## config.mk

```make
export PLATFORM = sky130hd
export DESIGN_NAME = prio_vic
export DESIGN_NICKNAME = d
export VERILOG_FILES = /design/src/rtl/prio_vic.sv
export SDC_FILE = /design/constraint.sdc
export NUM_CORES = 1
export LEC_CHECK = 0
export BUFFER_PORTS_ARGS = -buffer_cell sky130_fd_sc_hd__buf_4
export CAP_MARGIN = 20
export CORE_ASPECT_RATIO = 0.75
export CORE_MARGIN = 8
export CORE_UTILIZATION = 30
export CTS_CLUSTER_DIAMETER = 60
export DETAILED_ROUTE_END_ITERATION = 8
export PLACE_DENSITY = 0.52
export SYNTH_ARGS = -nofsm -noshare
export SYNTH_HDL_FRONTEND = slang
export SYNTH_SLANG_ARGS = --single-unit
export TNS_END_PERCENT = 30
```

## constraint.sdc

```tcl
create_clock -name clk -period 1.8 [get_ports clk]
set_input_delay 0.18 -clock clk [delete_from_list [all_inputs] [get_ports clk]]
set_output_delay 0.18 -clock clk [all_outputs]
set_load 0.05 [all_outputs]
```

## src/rtl/prio_vic.sv

```systemverilog
module prio_vic #(
  parameter logic [7:0] VEC_BASE = 8'h08,
  parameter logic [7:0] EOI_CMD  = 8'h20
) (
  input  logic       clk,
  input  logic       rst_n,
  input  logic [7:0] irq_i,
  input  logic       addr_i,
  input  logic       wr_i,
  input  logic [7:0] wdata_i,
  output logic [7:0] rdata_o,
  input  logic       inta_i,
  output logic       int_o,
  output logic [7:0] vec_o,
  output logic       vec_oe_o
);

  localparam logic [3:0] NONE = 4'd8;

  function automatic logic [3:0] top_of(input logic [7:0] v);
    logic [3:0] r;
    r = NONE;
    for (int k = 7; k >= 0; k--)
      if (v[k]) r = 4'(k);
    return r;
  endfunction

  function automatic logic [7:0] onehot(input logic [3:0] idx);
    return (idx == NONE) ? 8'h00 : (8'h01 << idx[2:0]);
  endfunction

  logic [7:0] irq_q, irr, isr, imr;
  logic       ack2, ack_ok;
  logic [2:0] ack_lvl;

  logic [7:0] rise, eff, ack_set, ack_clr, eoi_clr;
  logic [3:0] pend_top, svc_top;
  logic       eligible, ack1_go, ack2_go, eoi;

  assign rise     = irq_i & ~irq_q;
  assign eff      = irr & ~imr;
  assign pend_top = top_of(eff);
  assign svc_top  = top_of(isr);
  assign eligible = pend_top < svc_top;
  assign int_o    = eligible;

  assign ack1_go  = inta_i & ~ack2;
  assign ack2_go  = inta_i & ack2;
  assign ack_set  = (ack1_go && eligible) ? onehot(pend_top) : 8'h00;
  assign ack_clr  = (ack2_go && ack_ok) ? (8'h01 << ack_lvl) : 8'h00;

  assign eoi      = wr_i & ~addr_i & (wdata_i == EOI_CMD);
  assign eoi_clr  = eoi ? onehot(svc_top) : 8'h00;

  assign vec_oe_o = ack2_go;
  assign vec_o    = VEC_BASE + {5'd0, ack_lvl};
  assign rdata_o  = addr_i ? imr : 8'h00;

  always_ff @(posedge clk) begin
    if (!rst_n) begin
      irq_q   <= 8'h00;
      irr     <= 8'h00;
      isr     <= 8'h00;
      imr     <= 8'h00;
      ack2    <= 1'b0;
      ack_ok  <= 1'b0;
      ack_lvl <= 3'd7;
    end else begin
      irq_q <= irq_i;
      irr   <= (irr & ~ack_clr) | (rise & ~imr);
      isr   <= (isr & ~eoi_clr) | ack_set;
      if (wr_i && addr_i) imr <= wdata_i;
      if (ack1_go) begin
        ack2    <= 1'b1;
        ack_ok  <= eligible;
        ack_lvl <= eligible ? pend_top[2:0] : 3'd7;
      end else if (ack2_go) begin
        ack2 <= 1'b0;
      end
    end
  end

  p_mask_blocks_r3: assert property (@(posedge clk) disable iff (!rst_n)
    1'b1 |=> ((irr & ~$past(irr) & $past(imr)) == 8'h00));

  p_isr_set_by_ack_r5: assert property (@(posedge clk) disable iff (!rst_n)
    ((isr & ~$past(isr)) != 8'h00) |-> $past(inta_i));

  p_one_grant_r5: assert property (@(posedge clk) disable iff (!rst_n)
    1'b1 |=> ($countones(isr & ~$past(isr)) <= 1));

  p_eoi_single_r8: assert property (@(posedge clk) disable iff (!rst_n)
    (wr_i && !addr_i) |=> ($countones($past(isr) & ~isr) <= 1));

  p_vec_range_r6: assert property (@(posedge clk) disable iff (!rst_n)
    vec_oe_o |-> (vec_o >= VEC_BASE && vec_o <= VEC_BASE + 8'd7));

endmodule

```

==> flow_summary.yaml <==
synthesis:
  synth_edf_count: 0
  synth_cells: 235
  synth-seq-cells: 37
  syn_avg_cell_area_um2: 8.35
  syn_area_mm2: 0.00196
  yosysWarningCount: 0
  synth-seq-area-share_pct: 37.7
  async_flop_share_pct: 0
  synth_ff_type: "dfxtp_1"
  synth.distinct_cells: 47
worst_setup_path:
  critPathSlowestCell: "a211o_1"
  crit_chain: "or2b_4 > o2111ai_4 > and3_4 > ha_1 > a211o_1 > o31ai_4 > buf_6"
  critPathLaunchType: "flop"
  end_kind: "primary output"
  cp_max_fo: 4
  crit_type: "flop to primary output"
  crit_required_ns: 1.62
  slowest_delay_ns: 0.35
  arrival_ns: 2.11
layout:
  fin_nets: 336
  drive_gt1_share_pct: 40.6
  diodes: 0
  final_common_cell: "buf_4"
  layout.cells.non_filler: 394
  area_delta_synth_final_pct: 44.7
  stdcell_area_mm2: 0.00284
  final_cell_mix: "buf_4, dfxtp_1, nand2_1"
  fillCellCount: 644
sta:
  final_max_slew_viol_count: 0
  worst_pin_slew_ns: 0.511
  max_freq_mhz: 436
  finalWorstSetupSlack_ns: -0.494
  fin_worst_skew_ns: 0.00775
  slew_headroom_pct: 65.5
  hold_viol_final: 0
  finalCritPeriodShare_pct: 127
  grt_setup_unrepaired: "yes"
  period_needed_ns: 2.29
  fin_tns_setup_ns: -2.79
  setup_viol: 13
global_routing:
  grt_overflow: 0
  track_usage_pct: 11.8
  grt_max_degree: 42
  grt_pass1_wl_um: 8890
  first_global_vias: 1788
  antenna_found_initial: 0
floorplan:
  dieArea_mm2: 0.00941
  ios: 39
  die_w_um: 109
  rows: 25
  design.core.area_mm2: 0.00632
  die_y_um: 86.1
  initial_core_util_pct: 31.1
placement:
  io_buffers: 33
  place_congestion: 0.805
  post-dp-hpwl_um: 4170
  placed_cell_area_mm2: 0.00259
  dp_cells: 380
detailed_routing:
  drcViolationCount: 0
  via_per_inst: 4.74
  first_iter_violations: 120
  wl_per_cell_um: 13.7
  drt_first_pass_iters: 4
  wl_um: 5420
  vias: 1869
  ant_nets: 0
clock_network:
  clkTransAtPathRegs_ns: 0.08
  clock_latency_ns: 0.30
  holdBufCountCts: 0
  cts_buffers: 5
  root_buffer: "clkbuf_8"
  cts_max_level: 2
  cts_tree: "yes"
  cts.path.max_buffers: 2
  clock_sinks: 37
min_path:
  worstHoldPathType: "primary input to flop"
power:
  powerDensity_mw_per_mm2: 912
  p_leak_uw: 0.00124
  ir_drop_uv: 388
status:
  status: "complete, but fails checks"
  failed_checks: "setup timing"
run:
  max_cap_violations: 0
-- per-layer routing --
| layer | part of all wire (%) | global-route usage [%] | vias up |
|---|---|---|---|
| met3 | 4.6 | 2.85 | 8 |
| met2 | 42 | 16.2 | 41 |
| met4 | 1.4 | 4.40 | 0 |
| met5 | 0 | 0 | - |
| met1 | 52 | 17.1 | 848 |
| li1 | - | - | 972 |
-- path summary, 6_finish.rpt --
kind,slack (ns),endpoint,startpoint,depth (start not counted)
setup reg to reg,-0.33,ack_lvl[0]$_SDFFE_PN1P_,irr[4]$_SDFF_PN0_,8
hold reg to reg,0.49,irr[0]$_SDFF_PN0_,irr[0]$_SDFF_PN0_,2
setup / recovery,-0.49,int_o,irr[4]$_SDFF_PN0_,7
hold / removal,0.08,irq_q[0]$_SDFF_PN0_,irq_i[0],2
-- stage by stage --
stage / utilization (%) / hold slack [ns] / power [µW] / worst slack (ns)
after floorplan: - / 0.302 / 1430 / -0.417
after global placement: 41.0 / 0.390 / 1740 / -0.318
after detailed placement: 41.0 / 0.394 / 1740 / -0.388
after CTS: 43.5 / 0.0769 / 2530 / -0.528
after global routing: 45.0 / 0.0733 / 2740 / -0.593
final: 45.0 / 0.0839 / 2590 / -0.494
-- power breakdown --
group / leakage, µW / internal, µW / total (µW) / switching, µW
Sequential: 0.000307 / 882 / 941 / 59.0
Clock: 0.0000543 / 415 / 732 / 318
Combinational: 0.000879 / 423 / 919 / 496
-- final cells by class --
class	count	area, µm²	share of cell area (%)
Multi-Input combinational cell	179	1240	43.6
Sequential cell	37	748	26.3
Timing Repair Buffer	79	601	21.1
Tap cell	81	101	3.57
Clock buffer	5	68.8	2.42
Clock inverter	3	46.3	1.63
Inverter	10	37.5	1.32
-- Yosys cell counts, types with 2 or more instances --
| cell type | count | share of area (%) |
|---|---|---|
| o21ai_0 | 12 | 3.1 |
| a21oi_1 | 11 | 2.8 |
| or2b_1 | 2 | 0.76 |
| ha_1 | 3 | 1.9 |
| inv_1 | 10 | 1.9 |
| nand2b_1 | 8 | 2.5 |
| and2_1 | 17 | 5.4 |
| clkbuf_1 | 6 | 1.1 |
| nand3_1 | 14 | 3.6 |
| nor2_1 | 16 | 3.1 |
| a21o_1 | 3 | 1.1 |
| a21boi_0 | 17 | 6.5 |
| dfxtp_1 | 37 | 38 |
| or3b_2 | 5 | 2.2 |
| nor2b_1 | 4 | 1.3 |
| o311ai_0 | 2 | 0.89 |
| o31ai_1 | 3 | 1.1 |
| nor3_1 | 7 | 1.8 |
| nand2_1 | 24 | 4.6 |
| conb_1 | 2 | 0.38 |
| o211ai_1 | 2 | 0.76 |
| buf_4 | 5 | 1.9 |
-- cell families (layout without fill, tap and decap cells) --
group                    count (synthesis)  after routing  synth area share, %
AO/OA/AOI/OAI                           63             63                 23.8
adder cells (fa/ha/maj)                  3              3                 1.91
buffers and inverters                   22             97                 5.23
flip-flops                              37             37                 37.7
other                                    2              5                0.383
AND/OR/NAND/NOR                        108            108                 31.0
-- sequential cells by signal, summed over array words and instances, names as in the netlist --
name / cells
imr: 8
irq_q: 8
irr: 8
isr: 8
ack_lvl: 3
ack2: 1
ack_ok: 1
-- critical path: cells and delay by family, from the launching register on --
family                     cells  cell delay (ns)
AOI/OAI and AO/OA              3             0.68
adders and majority gates      1             0.22
buffers and inverters          1             0.19
DFF                            1             0.32
and+or+nand+nor                2             0.40
-- what timing repair did --
item,4_1_cts,5_1_grt
setup endpoints to repair,13,13
pin swaps,4,10
buffers inserted,4,2
resized for setup,3,22
Note: power is estimated with default switching activity, not from simulation.
